File: src/rtl/intx_router_pkg.sv
`timescale 1ns/1ps
package intx_router_pkg;

  // One routing register per request line
  typedef logic [7:0] route_byte_t;

  // Reset value: bit 7 set, which is above every valid output number
  localparam route_byte_t ROUTE_OFF = 8'h80;

  // Bitmap update mode for the coming clock
  typedef enum logic {
    MAP_TRACK   = 1'b0,
    MAP_REBUILD = 1'b1
  } map_phase_e;

endpackage

File: src/rtl/intx_route_regs.sv
`timescale 1ns/1ps
module intx_route_regs
  import intx_router_pkg::*;
#(
  parameter int NUM_LINES = 4,
  parameter int NUM_OUTS  = 16,
  parameter int ADDR_W    = 8,
  parameter int DATA_W    = 32,
  parameter int REG_BASE  = 96,
  parameter int OUT_W     = $clog2(NUM_OUTS)
) (
  input  logic                  clk,
  input  logic                  rst_n,
  input  logic                  wr_en,
  input  logic [ADDR_W-1:0]     addr,
  input  logic [DATA_W-1:0]     wdata,
  input  logic [DATA_W/8-1:0]   be,
  output logic [DATA_W-1:0]     rdata,
  output logic [NUM_LINES-1:0]  route_en,
  output logic [OUT_W-1:0]      route_dst [NUM_LINES],
  output logic                  wr_hit
);

  localparam int LANES  = DATA_W / 8;
  localparam int LANE_W = $clog2(LANES);
  localparam int WORD_W = ADDR_W - LANE_W;
  localparam route_byte_t OUT_LIMIT = route_byte_t'(NUM_OUTS);

  route_byte_t             regs_q [NUM_LINES];
  logic [NUM_LINES-1:0]    hit;
  logic [WORD_W-1:0]       word_sel;

  assign word_sel = addr[ADDR_W-1:LANE_W];

  generate
    for (genvar l = 0; l < NUM_LINES; l++) begin : g_line
      localparam int BYTE_ADDR = REG_BASE + l;
      localparam int WORD_IDX  = BYTE_ADDR / LANES;
      localparam int LANE_IDX  = BYTE_ADDR % LANES;

      assign hit[l] = wr_en && (word_sel == WORD_W'(WORD_IDX)) && be[LANE_IDX];

      always_ff @(posedge clk) begin
        if (!rst_n) begin
          regs_q[l] <= ROUTE_OFF;
        end else if (hit[l]) begin
          regs_q[l] <= wdata[LANE_IDX*8 +: 8];
        end
      end

      assign route_en[l]  = (regs_q[l] < OUT_LIMIT);
      assign route_dst[l] = regs_q[l][OUT_W-1:0];
    end
  endgenerate

  assign wr_hit = |hit;

  // Read path: each lane returns the routing byte living at its address
  always_comb begin
    rdata = '0;
    for (int b = 0; b < LANES; b++) begin
      for (int l = 0; l < NUM_LINES; l++) begin
        if ({word_sel, LANE_W'(b)} == ADDR_W'(REG_BASE + l)) begin
          rdata[b*8 +: 8] = regs_q[l];
        end
      end
    end
  end

endmodule

File: src/rtl/intx_level_map.sv
`timescale 1ns/1ps
module intx_level_map
  import intx_router_pkg::*;
#(
  parameter int NUM_LINES = 4,
  parameter int NUM_OUTS  = 16,
  parameter int OUT_W     = $clog2(NUM_OUTS)
) (
  input  logic                           clk,
  input  logic                           rst_n,
  input  logic [NUM_LINES-1:0]           level,
  input  logic [NUM_LINES-1:0]           route_en,
  input  logic [OUT_W-1:0]               route_dst [NUM_LINES],
  input  logic                           rebuild_req,
  output logic [NUM_OUTS*NUM_LINES-1:0]  map_o
);

  localparam int LINE_W = $clog2(NUM_LINES);
  localparam int MAP_W  = NUM_OUTS * NUM_LINES;

  map_phase_e          phase_q;
  logic [MAP_W-1:0]    map_q;
  logic [MAP_W-1:0]    map_d;

  // Bit index is output*NUM_LINES + line; with power-of-two line count
  // that is the concatenation {output, line}.
  always_comb begin
    map_d = (phase_q == MAP_REBUILD) ? '0 : map_q;
    for (int l = 0; l < NUM_LINES; l++) begin
      if (route_en[l]) begin
        map_d[{route_dst[l], LINE_W'(l)}] = level[l];
      end
    end
  end

  always_ff @(posedge clk) begin
    if (!rst_n) begin
      map_q   <= '0;
      phase_q <= MAP_TRACK;
    end else begin
      map_q   <= map_d;
      phase_q <= rebuild_req ? MAP_REBUILD : MAP_TRACK;
    end
  end

  assign map_o = map_q;

endmodule

File: src/rtl/intx_output_or.sv
`timescale 1ns/1ps
module intx_output_or #(
  parameter int NUM_LINES = 4,
  parameter int NUM_OUTS  = 16
) (
  input  logic                           clk,
  input  logic                           rst_n,
  input  logic [NUM_OUTS*NUM_LINES-1:0]  map_i,
  output logic [NUM_OUTS-1:0]            irq_o
);

  logic [NUM_OUTS-1:0] irq_q;

  generate
    for (genvar o = 0; o < NUM_OUTS; o++) begin : g_out
      logic [NUM_LINES-1:0] grp;
      assign grp = map_i[o*NUM_LINES +: NUM_LINES];

      always_ff @(posedge clk) begin
        if (!rst_n) begin
          irq_q[o] <= 1'b0;
        end else begin
          irq_q[o] <= |grp;
        end
      end
    end
  endgenerate

  assign irq_o = irq_q;

endmodule

File: src/rtl/intx_slot_swizzle.sv
`timescale 1ns/1ps
module intx_slot_swizzle #(
  parameter int NUM_LINES = 4,
  parameter int SLOT_W    = 5,
  parameter int LINE_W    = $clog2(NUM_LINES)
) (
  input  logic [SLOT_W-1:0] slot,
  input  logic [LINE_W-1:0] pin,
  output logic [LINE_W-1:0] line
);

  logic [LINE_W-1:0] slot_low;

  assign slot_low = slot[LINE_W-1:0];
  // Rotation wraps modulo the line count through truncation
  assign line = pin + slot_low - LINE_W'(1);

endmodule

File: src/rtl/intx_line_router.sv
`timescale 1ns/1ps
module intx_line_router #(
  parameter int NUM_LINES = 4,
  parameter int NUM_OUTS  = 16,
  parameter int ADDR_W    = 8,
  parameter int DATA_W    = 32,
  parameter int REG_BASE  = 96,
  parameter int SLOT_W    = 5,
  parameter int LINE_W    = $clog2(NUM_LINES),
  parameter int OUT_W     = $clog2(NUM_OUTS)
) (
  input  logic                  clk,
  input  logic                  rst_n,
  input  logic [NUM_LINES-1:0]  line_level_i,
  input  logic                  cfg_wr_en_i,
  input  logic [ADDR_W-1:0]     cfg_addr_i,
  input  logic [DATA_W-1:0]     cfg_wdata_i,
  input  logic [DATA_W/8-1:0]   cfg_be_i,
  output logic [DATA_W-1:0]     cfg_rdata_o,
  input  logic [LINE_W-1:0]     query_line_i,
  output logic                  query_en_o,
  output logic [OUT_W-1:0]      query_dst_o,
  input  logic [SLOT_W-1:0]     swz_slot_i,
  input  logic [LINE_W-1:0]     swz_pin_i,
  output logic [LINE_W-1:0]     swz_line_o,
  output logic [NUM_OUTS-1:0]   irq_o
);

  localparam int MAP_W = NUM_OUTS * NUM_LINES;

  logic [NUM_LINES-1:0] route_en;
  logic [OUT_W-1:0]     route_dst [NUM_LINES];
  logic                 wr_hit;
  logic [MAP_W-1:0]     level_map;

  intx_route_regs #(
    .NUM_LINES (NUM_LINES),
    .NUM_OUTS  (NUM_OUTS),
    .ADDR_W    (ADDR_W),
    .DATA_W    (DATA_W),
    .REG_BASE  (REG_BASE),
    .OUT_W     (OUT_W)
  ) u_regs (
    .clk       (clk),
    .rst_n     (rst_n),
    .wr_en     (cfg_wr_en_i),
    .addr      (cfg_addr_i),
    .wdata     (cfg_wdata_i),
    .be        (cfg_be_i),
    .rdata     (cfg_rdata_o),
    .route_en  (route_en),
    .route_dst (route_dst),
    .wr_hit    (wr_hit)
  );

  intx_level_map #(
    .NUM_LINES (NUM_LINES),
    .NUM_OUTS  (NUM_OUTS),
    .OUT_W     (OUT_W)
  ) u_map (
    .clk         (clk),
    .rst_n       (rst_n),
    .level       (line_level_i),
    .route_en    (route_en),
    .route_dst   (route_dst),
    .rebuild_req (wr_hit),
    .map_o       (level_map)
  );

  intx_output_or #(
    .NUM_LINES (NUM_LINES),
    .NUM_OUTS  (NUM_OUTS)
  ) u_or (
    .clk   (clk),
    .rst_n (rst_n),
    .map_i (level_map),
    .irq_o (irq_o)
  );

  intx_slot_swizzle #(
    .NUM_LINES (NUM_LINES),
    .SLOT_W    (SLOT_W),
    .LINE_W    (LINE_W)
  ) u_swz (
    .slot (swz_slot_i),
    .pin  (swz_pin_i),
    .line (swz_line_o)
  );

  assign query_en_o  = route_en[query_line_i];
  assign query_dst_o = route_dst[query_line_i];

endmodule

File: config.mk
export PLATFORM = sky130hd
export DESIGN_NAME = intx_line_router
export DESIGN_NICKNAME = d
export VERILOG_FILES = /design/src/rtl/intx_router_pkg.sv /design/src/rtl/intx_route_regs.sv /design/src/rtl/intx_level_map.sv /design/src/rtl/intx_output_or.sv /design/src/rtl/intx_slot_swizzle.sv /design/src/rtl/intx_line_router.sv
export SDC_FILE = /design/constraint.sdc
export NUM_CORES = 1
export LEC_CHECK = 0
export ABC_AREA = 1
export ABC_CLOCK_PERIOD_IN_PS = 1100
export BUFFER_PORTS_ARGS = -buffer_cell sky130_fd_sc_hd__buf_2
export CAP_MARGIN = 30
export CORE_ASPECT_RATIO = 2
export CORE_MARGIN = 8
export CORE_UTILIZATION = 48
export DETAILED_ROUTE_END_ITERATION = 12
export PLACE_DENSITY = 0.78
export SLEW_MARGIN = 40
export SYNTH_ARGS = -nofsm -noshare
export SYNTH_HDL_FRONTEND = slang
export SYNTH_SLANG_ARGS = --single-unit
export TNS_END_PERCENT = 20
File: constraint.sdc
create_clock -name clk -period 1.1 [get_ports clk]
set_input_delay 0.055 -clock clk [delete_from_list [all_inputs] [get_ports clk]]
set_output_delay 0.055 -clock clk [all_outputs]
set_load 0.01 [all_outputs]
==> flow_summary_export.csv, run 1 <==
group,metric,value,unit
clocking,clock_latency,0.43,ns
drt,drt_iter0_drc,970,
floorplan,start_util,48.9,%
synthesis,synth.distinct_cells,28,
drt,routedWlPerCell,21.5,um
timing,setup_viol,101,
clocking,root_buffer,"clkbuf_16",
timing,slew_viol_final,0,
power,vdd_drop_max,1.47,mV
power,total_power,11.3,mW
place,dp_hpwl,12.3,mm
global_route,globalRouteTotalUtil,29.5,%
global_route,antenna_found_initial,2,
timing,setup_ws,-0.572,ns
final_layout,multi_input_area,2610,um^2
clocking,clock_sinks,113,
clocking,clockBufferDepth,2,
final_layout,layout-drive-gt1-share,34.9,%
final_layout,area_growth,52.6,%
status,violations,"setup timing",
synthesis,yosysWarnings,0,
synthesis,netlist_area,5520,um^2
power,pwr_density_cell,1340,nW/um^2
final_layout,layout.nets,1077,
synthesis,synth_seq_cells,113,
drt,drt_pass1_iterations,6,
synthesis,seq_area_frac_synth,46.8,%
clocking,numCtsBuffers,17,
synthesis,avgSynthCellArea,7.16,um^2
setup_path,cp-end-kind,"output pin",
clocking,tritoncts,"done",
global_route,grt_max_degree,61,
timing,period_share,152,%
setup_path,cp-start-kind,"register",
global_route,grt_pass1_vias,6816,
timing,skew,0.00716,ns
drt,ant_nets,0,
synthesis,synth.top_cells.by_count,"nor2_1 (191), inv_1 (120), nand2_1 (115), dfxtp_1 (81), a21oi_1 (70)",
timing,max_slew_margin,67.1,%
floorplan,dieArea,15400,um^2
final_layout,final_cells,1174,
synthesis,netlist.area_leader.share,29.4,%
floorplan,num_rows,55,
final_layout,fillCellCount,704,
min_path,hold_path_class,"in2reg",
synthesis,netlist.top_cell.by_area,"dfxtp_1",
place,place.gp.congestion,0.868,
global_route,grt_first_pass_wirelength,35.3,mm
setup_path,required,1.04,ns
drt,vias,6869,
synthesis,netlist_instances,771,
floorplan,fp.dieW,91.8,um
drt,viasPerCell,5.85,
synthesis,synth_ff_type,"dfxtp_1",
timing,timing.hold.ws,0.0784,ns
timing,fmax,598,MHz
timing,worst_pin_slew,0.493,ns
synthesis,synthTopCellsByArea,"dfxtp_1 (29%), edfxtp_1 (17%), nor2_1 (13%), inv_1 (8.2%), nand2_1 (7.8%)",
final_layout,seqCellArea,2580,um^2
timing,grt_setup_unrepaired,"true",
floorplan,die_h,168,um
clocking,htree_levels,4,
power,p_leak,3.91,nW
synthesis,synth_edf_count,32,
drt,wirelength,25.2,mm
synthesis,synthArstFlopShare,0,%
place,dpl.cell_count,1079,
floorplan,coreArea,11300,um^2
flow_run,drv_cap,0,
drt,drcViolationCount,0,
global_route,grt_overflow_total,0,
status,status,"finished, violations left",
synthesis,synth_most_common_cell,"nor2_1",
place,io_buffers,109,
synthesis,syn_nets,832,
floorplan,io_pins,115,
timing,hold_viol_final,0,
setup_path,crit_arrival,1.62,ns
timing,finalCriticalPeriod,1.67,ns
setup_path,crit_type,"reg2out",
setup_path,crit_fanout,2,
clocking,cts.clk_slew.worst_paths,0.06,ns
[critical path, cell delays in order (launching register included)]
cell	delay, ns
edfxtp_1	0.42
inv_2	0.12
buf_6	0.13
o21ai_1	0.07
a21oi_1	0.22
a21oi_2	0.07
buf_2	0.15
[logic make-up (layout without fill, tap and decap cells)]
kind of cell               count (synthesis)  count (layout)  share of synthesized area [%]
DFF                                      113             113                           46.8
AOI/OAI and AO/OA                        100             100                           10.2
buffers and inverters                    153             411                           10.6
other                                      0               3                              0
xor gates and xnor gates                   2               2                          0.317
adders and majority gates                  1               1                          0.227
and+or+nand+nor                          402             402                           31.8
[power breakdown]
part | leakage [nW] | internal (mW) | switching [mW]
clock | 0.283 | 3.26 | 2.25
combinational | 2.66 | 0.605 | 0.784
sequential | 0.959 | 4.36 | 0.0697
[stage by stage]
stage | utilization [%] | setup slack (ns) | setup TNS (ns) | area (um^2)
final | 74.7 | -0.572 | -29.74 | 8430
after CTS | 72.9 | -0.455 | -19.73 | 8220
after global routing | 74.6 | -0.599 | -34.13 | 8420
after global placement | 60.5 | -0.222 | -12.82 | 6830
after floorplan | - | -0.0654 | -2.69 | 5520
after detailed placement | 60.5 | -0.231 | -16.14 | 6830
[path summary, 6_finish.rpt]
| path | start | endpoint | slack (ns) | depth (start not counted) |
|---|---|---|---|---|
| hold reg to reg | u_map.map_o[25]$_SDFF_PN0_ | u_or.irq_o[6]$_SDFF_PN0_ | 0.46 | 2 |
| setup / recovery | u_regs.regs_q[1][1]$_SDFFCE_PN0P_ | query_dst_o[1] | -0.57 | 6 |
| hold / removal | cfg_be_i[3] | u_map.phase_q$_SDFF_PN0_ | 0.08 | 3 |
| setup reg to reg | u_regs.regs_q[2][6]$_SDFFCE_PN0P_ | u_map.map_o[38]$_SDFF_PN0_ | -0.47 | 8 |
[flip-flops by register name (all words and copies together) (netlist names)]
register,count
u_map.phase_q,1
u_regs.regs_q,32
u_or.irq_o,16
u_map.map_o,64
[placed cells by master (no fill, tap or decap), types with 3 or more instances in the layout]
master,n
nand3_1,52
buf_4,53
buf_2,104
o21ai_1,7
buf_6,51
nand4_4,3
diode_2,3
nand2_1,109
clkinv_4,3
nor2_1,162
a41oi_1,12
nor3_4,3
nand3_2,13
nand2_2,7
dfxtp_1,81
buf_12,6
inv_4,5
nor2_2,31
nor3_1,4
inv_6,4
a21oi_2,6
a21oi_1,63
dlygate4sd3_1,36
nor2_4,12
edfxtp_1,32
inv_2,29
or2_1,4
inv_1,95
clkinv_2,3
a21boi_0,5
clkbuf_16,18
[layout make-up]
type	instances	share of cell area [%]
antenna	3	0.0891
sequential	113	30.7
timing repair buffer	250	23.4
inverter	129	5.87
clock buffer	18	5.35
multi-input combinational	505	31.0
clock inverter	14	1.51
tap	142	2.11
[per-layer routing]
metal	GRT usage (%)	part of all wire, %
met1	27.3	30
met2	52.0	50
met3	8.55	10
met4	24.2	9.8
met5	0	0
[what timing repair did]
action                                  CTS  global route
endpoints found under the setup margin  101           101
hold buffers                             36             0
buffers inserted                         24             3
gates resized for setup                 101            53
endpoints found under the hold margin    37             0
pin swaps                                36            10
Power figures use the tool's default switching activity.
==> inputs of run 2 (changes only) <==
--- a/config.mk
+++ b/config.mk
@@ -5,7 +5,6 @@
 export SDC_FILE = /design/constraint.sdc
 export NUM_CORES = 1
 export LEC_CHECK = 0
-export ABC_AREA = 1
 export ABC_CLOCK_PERIOD_IN_PS = 1100
 export BUFFER_PORTS_ARGS = -buffer_cell sky130_fd_sc_hd__buf_2
 export CAP_MARGIN = 30
@@ -13,7 +12,7 @@
 export CORE_MARGIN = 8
 export CORE_UTILIZATION = 48
 export DETAILED_ROUTE_END_ITERATION = 12
-export PLACE_DENSITY = 0.78
+export PLACE_DENSITY = 0.79
 export SLEW_MARGIN = 40
 export SYNTH_ARGS = -nofsm -noshare
 export SYNTH_HDL_FRONTEND = slang
==> flow_summary_export.csv, run 2 <==
group,metric,value,unit
status,status,"finished, violations left",
status,violations,"setup timing",
setup_path,critPathBufInv,0,
timing,grt_setup_unrepaired,"true",
place,place.gp.congestion,0.906,
synthesis,synth_edf_count,32,
final_layout,largest_reg_flops,64,
global_route,antenna_found_initial,0,
final_layout,diodes,0,
clocking,tritoncts,"done",
floorplan,io_pins,115,
synthesis,synth_seq_cells,113,
setup_path,required,1.42,ns
synthesis,avgSynthCellArea,10.8,um^2
final_layout,stdcell_area,8310,um^2
timing,skew,0.00841,ns
setup_path,crit_arrival,2.29,ns
power,pwr_density_cell,1350,nW/um^2
clocking,root_buffer,"clkbuf_16",
drt,drt_iter0_drc,712,
clocking,htree_levels,4,
synthesis,netlist.area_leader.share,31.6,%
clocking,clockBufferDepth,2,
synthesis,netlist_area,5130,um^2
synthesis,synthArstFlopShare,0,%
timing,setup_ws,-0.872,ns
final_layout,final_common_cell,"buf_2",
synthesis,netlist_instances,477,
clocking,clock_latency,0.42,ns
power,clkPwrFrac,49.0,%
timing,period_share,179,%
synthesis,synthTopCellsByArea,"dfxtp_1 (32%), edfxtp_1 (19%), mux2i_1 (8.4%), nand2_1 (4.3%), and2_1 (3.7%)",
final_layout,layout-drive-gt1-share,44.4,%
timing,setup_viol,103,
synthesis,synth_ff_type,"dfxtp_1",
global_route,grt_first_pass_wirelength,31.3,mm
drt,drt_pass1_iterations,5,
final_layout,layout.nets,762,
synthesis,muxShareOfSynthArea,10.6,%
floorplan,start_util,49.0,%
timing,hold_viol_final,0,
synthesis,syn_nets,538,
global_route,globalRouteTotalUtil,29.3,%
power,power.internal,8.40,mW
synthesis,synth_top_family_by_area,"simple AND/OR/NAND/NOR gates",
setup_path,cp-start-kind,"register",
synthesis,yosys.area_share.simple,23.7,%
setup_path,critPathTopFamily,"simple AND/OR/NAND/NOR gates",
timing,finalCriticalPeriod,1.97,ns
timing,tns,-54.58,ns
clocking,numCtsBuffers,17,
synthesis,synth.top_cells.by_count,"dfxtp_1 (81), nand2_1 (59), mux2i_1 (43), clkbuf_1 (33), edfxtp_1 (32)",
floorplan,num_rows,53,
setup_path,cp-end-kind,"register",
power,total_power,11.3,mW
final_layout,final_cell_mix,"buf_2 (97), dfxtp_1 (81), buf_4 (62)",
clocking,cts.clk_slew.worst_paths,0.06,ns
clocking,clock_sinks,113,
drt,routedWlPerCell,27.4,um
timing,max_slew_margin,60.2,%
power,switching_share,25.3,%
synthesis,seq_area_frac_synth,50.3,%
place,placed_area,6440,um^2
synthesis,yosysWarnings,0,
setup_path,critPathMaxStageDelay,0.73,ns
floorplan,dieArea,14500,um^2
synthesis,synthAdderAreaFrac,0.244,%
setup_path,crit_type,"reg2reg",
global_route,grt_max_degree,42,
final_layout,area_growth,62.0,%
global_route,grt_pass1_vias,5595,
timing,fmax,507,MHz
place,io_buffers,109,
setup_path,slowest_stage,"or4_1",
drt,viasPerCell,6.54,
drt,drcViolationCount,0,
place,dp_hpwl,12.0,mm
synthesis,synth_xor_area_share,0.341,%
drt,wirelength,23.3,mm
synthesis,netlist.top_cell.by_area,"dfxtp_1",
setup_path,cp_cell_sequence,"or4_1, nor4_2, mux2i_1",
min_path,hold_path_class,"in2reg",
power,vdd_drop_max,1.22,mV
synthesis,synth_compound_area_share,10.9,%
flow_run,drv_cap,0,
timing,worst_pin_slew,0.597,ns
drt,ant_nets,0,
synthesis,synth.distinct_cells,38,
power,p_switching,2.85,mW
final_layout,finalCoreUtilization,79.4,%
drt,vias,5569,
floorplan,fp.dieW,89.1,um
power,power_frac_seq,39.4,%
floorplan,coreArea,10500,um^2
setup_path,crit_fanout,7,
floorplan,die_h,162,um
power,pwr-share-comb,11.6,%
global_route,grt_overflow_total,0,
power,p_leak,3.49,nW
timing,slew_viol_final,0,
synthesis,synth_most_common_cell,"dfxtp_1",
run 2: cell count changes after synthesis, sizes merged, moves of 21 or more:
cell / delta
mux2i: +43
and3: +28
inv: -123
nor4: +21
nand3: -60
nor2: -198
and2: +30
nand2: -57
clkbuf: +21
a21oi: -70
run 2: final timing paths:
check                                    start                         end  slack, ns  cells past startpoint
max reg2reg  u_regs.regs_q[2][7]$_SDFFCE_PN1P_  u_map.map_o[30]$_SDFF_PN0_      -0.87                      3
min                                cfg_wr_en_i    u_map.phase_q$_SDFF_PN0_      0.008                      2
min reg2reg         u_map.map_o[21]$_SDFF_PN0_  u_map.map_o[21]$_SDFF_PN0_       0.47                      2
max          u_regs.regs_q[2][7]$_SDFFCE_PN1P_  u_map.map_o[30]$_SDFF_PN0_      -0.87                      3
run 2: layout make-up:
cell class	instances	area [um^2]
multi-input combinational	320	2960
fill	517	2160
tap	137	171
sequential	113	2580
timing repair buffer	244	1990
clock inverter	8	75.1
inverter	5	21.3
clock buffer	24	512
run 2: cells by family (layout without fill, tap and decap cells):
logic type,after synthesis,count (layout)
buffers and inverters,45,281
multiplexers,48,48
AO/OA/AOI/OAI,62,62
AND/OR/NAND/NOR,206,207
adder cells (fa/ha/maj),1,1
XOR/XNOR,2,2
flip-flops,113,113
run 2: through the flow:
step                      hold WS, ns  worst slack, ns  cells
final                         0.00794           -0.872    851
after global routing           0.0102           -0.894    851
after CTS                    0.000831           -0.734    846
after detailed placement        0.322           -0.739    768
after global placement          0.317           -0.648    768
after floorplan                 0.198           -0.518    477
run 2: power groups by stage:
stage / sequential (mW) / combinational, mW / clock, mW
final: 4.44 / 1.30 / 5.51
after CTS: 4.42 / 1.11 / 5.41
after global placement: 4.49 / 0.829 / 0
after floorplan: 4.48 / 0.380 / 0
after detailed placement: 4.50 / 0.854 / 0
after global routing: 4.44 / 1.35 / 5.67
run 2: layer usage:
| metal | part of all wire, % | up-vias | global-route usage (%) |
|---|---|---|---|
| met3 | 9.7 | 137 | 8.05 |
| li1 | - | 2274 | - |
| met4 | 7.5 | 0 | 20.9 |
| met2 | 51 | 480 | 51.1 |
| met1 | 31 | 2678 | 28.2 |
| met5 | 0 | - | 0 |
run 2: worst reg2reg max path, delay by kind of cell (launching register included):
kind | cells | cell delay [ns]
simple gates | 2 | 1.12
flops | 1 | 0.41
mux | 1 | 0.33
run 2: what timing repair did:
action                                  CTS  global route
setup buffers                            12             2
gates cloned                              1             3
hold buffers                             33             0
hold endpoints to repair                 32             0
resized for setup                        82            51
endpoints found under the setup margin  109           133
pin swaps                                19            16
==> inputs of run 3 (changes only) <==
--- a/config.mk
+++ b/config.mk
@@ -5,14 +5,15 @@
 export SDC_FILE = /design/constraint.sdc
 export NUM_CORES = 1
 export LEC_CHECK = 0
+export ABC_AREA = 1
 export ABC_CLOCK_PERIOD_IN_PS = 1100
 export BUFFER_PORTS_ARGS = -buffer_cell sky130_fd_sc_hd__buf_2
 export CAP_MARGIN = 30
 export CORE_ASPECT_RATIO = 2
 export CORE_MARGIN = 8
-export CORE_UTILIZATION = 48
+export CORE_UTILIZATION = 30
 export DETAILED_ROUTE_END_ITERATION = 12
-export PLACE_DENSITY = 0.79
+export PLACE_DENSITY = 0.55
 export SLEW_MARGIN = 40
 export SYNTH_ARGS = -nofsm -noshare
 export SYNTH_HDL_FRONTEND = slang
==> flow_summary_export.csv, run 3 (synthesis results as in run 1) <==
group,metric,value,unit
place,dpl.cell_count,1168,
drt,drt_pass1_iterations,6,
clocking,root_buffer,"clkbuf_16",
clocking,cts.clk_slew.worst_paths,0.05,ns
power,total_power,11.5,mW
power,vdd_drop_max,1.05,mV
drt,drt_iter0_drc,284,
place,io_buffers,109,
status,status,"finished, violations left",
global_route,grt_overflow_total,0,
floorplan,die_h,208,um
floorplan,start_util,30.4,%
clocking,tritoncts,"done",
drt,wirelength,19.6,mm
timing,setup_viol,101,
final_layout,final_common_cell,"nor2_1",
drt,viasPerCell,4.66,
final_layout,layout-drive-gt1-share,36.1,%
timing,finalCriticalPeriod,1.52,ns
timing,skew,0.00808,ns
global_route,grt_first_pass_wirelength,30.9,mm
setup_path,cp-end-kind,"output pin",
clocking,clock_sinks,113,
floorplan,coreArea,18100,um^2
power,switching_share,23.3,%
power,pwr_density_cell,1320,nW/um^2
power,p_leak,4.00,nW
timing,setup_ws,-0.422,ns
timing,period_share,138,%
setup_path,cp-start-kind,"register",
timing,max_slew_margin,66.6,%
timing,fmax,657,MHz
global_route,grt_max_degree,61,
global_route,globalRouteTotalUtil,17.1,%
flow_run,drv_cap,0,
setup_path,crit_type,"reg2out",
floorplan,io_pins,115,
timing,hold_viol_final,0,
final_layout,stdcell_area,8700,um^2
global_route,antenna_found_initial,0,
drt,vias,5858,
power,power.internal,8.82,mW
final_layout,area_growth,57.6,%
place,dp_hpwl,14.2,mm
drt,drcViolationCount,0,
final_layout,fillCellCount,1728,
setup_path,crit_fanout,2,
final_layout,final_cell_mix,"nor2_1 (176), nand2_1 (110), buf_2 (105)",
clocking,clockBufferDepth,2,
final_layout,final_cells,1256,
final_layout,diodes,0,
floorplan,fp.dieW,112,um
clocking,numCtsBuffers,17,
power,power_frac_seq,38.4,%
clocking,htree_levels,4,
floorplan,dieArea,23300,um^2
floorplan,num_rows,70,
status,violations,"setup timing",
drt,routedWlPerCell,15.6,um
setup_path,crit_arrival,1.47,ns
setup_path,required,1.04,ns
power,pwr-share-comb,11.2,%
global_route,grt_pass1_vias,6052,
place,placed_area,7110,um^2
min_path,hold_path_class,"in2reg",
timing,slew_viol_final,0,
timing,grt_setup_unrepaired,"true",
timing,worst_pin_slew,0.500,ns
drt,ant_nets,0,
place,place.gp.congestion,0.832,
final_layout,layout.nets,1089,
clocking,clock_latency,0.42,ns
final_layout,largest_reg_flops,64,
power,p_switching,2.68,mW
setup_path,r2r_slack,-0.31,ns
power,clkPwrFrac,50.4,%
## run 3: cell count changes in the layout (fill, tap and decap cells not counted), sizes merged, moves of 28 or more
cell	before	now
and2	30	0
and3	28	0
nor2	8	206
nand3	6	66
nand2	59	116
mux2i	43	0
inv	6	130
a21oi	0	70
## run 3: what timing repair did
item / in CTS / in global routing
gates resized for setup: 89 / 54
hold endpoints to repair: 36 / 0
hold buffers: 33 / 0
cloned: 0 / 0
setup endpoints to repair: 102 / 101
setup buffers: 19 / 6
pin swaps: 25 / 13
## run 3: path summary, 6_finish.rpt
path / start / endpoint / cells past startpoint
worst max-delay path: u_regs.regs_q[2][6]$_SDFFCE_PN0P_ / query_en_o / 7
worst min-delay path: cfg_be_i[0] / u_regs.regs_q[0][7]$_SDFFCE_PN1P_ / 3
worst max register to register: u_regs.regs_q[2][6]$_SDFFCE_PN0P_ / u_map.map_o[14]$_SDFF_PN0_ / 8
worst min register to register: u_map.map_o[25]$_SDFF_PN0_ / u_or.irq_o[6]$_SDFF_PN0_ / 2
## run 3: per-stage QoR
step	setup WS [ns]	utilization [%]	hold slack, ns	setup TNS (ns)
5_1_grt	-0.507	48.0	0.0446	-25.50
3_5_place_dp	-0.253	39.2	0.320	-17.61
6_report	-0.422	48.0	0.0304	-18.05
3_3_place_gp	-0.225	39.2	0.316	-16.54
4_1_cts	-0.473	46.7	0.0184	-19.80
2_1_floorplan	-0.0654	-	0.177	-2.69
## run 3: per-layer routing
| layer | share of wire (%) | global-route usage (%) | vias up | routed length, um |
|---|---|---|---|---|
| met5 | 0 | 0 | - | 0 |
| met4 | 6.3 | 12.3 | 0 | 1230 |
| met3 | 3.9 | 3.47 | 51 | 766 |
| met2 | 56 | 33.0 | 168 | 10900 |
| met1 | 34 | 15.3 | 2696 | 6680 |
| li1 | - | - | 2943 | - |
## run 3: power by group through the flow
stage	sequential, mW	combinational [mW]	clock, mW
5_1_grt	4.42	1.40	6.11
2_1_floorplan	4.49	0.418	0
6_report	4.41	1.29	5.80
4_1_cts	4.41	1.22	5.88
3_5_place_dp	4.49	0.990	0
3_3_place_gp	4.49	0.989	0
## run 3: cell type report
class                   instances  area, um^2  share of cell area, %
well taps                     216         270                   3.11
multi-input cells             505        2650                   30.4
inverters                     129         492                   5.65
flip-flops and latches        113        2580                   29.7
clock inverters                 9         125                   1.44
clock buffers                  22         495                   5.70
repair buffers                262        2090                   24.0
## run 3: worst max-delay path: stages, from the launching register on
cell	delay, ns
edfxtp_1	0.39
nor2_1	0.13
nand2_2	0.07
buf_4	0.13
a21oi_2	0.10
nand2_1	0.07
nand2_2	0.07
buf_6	0.10
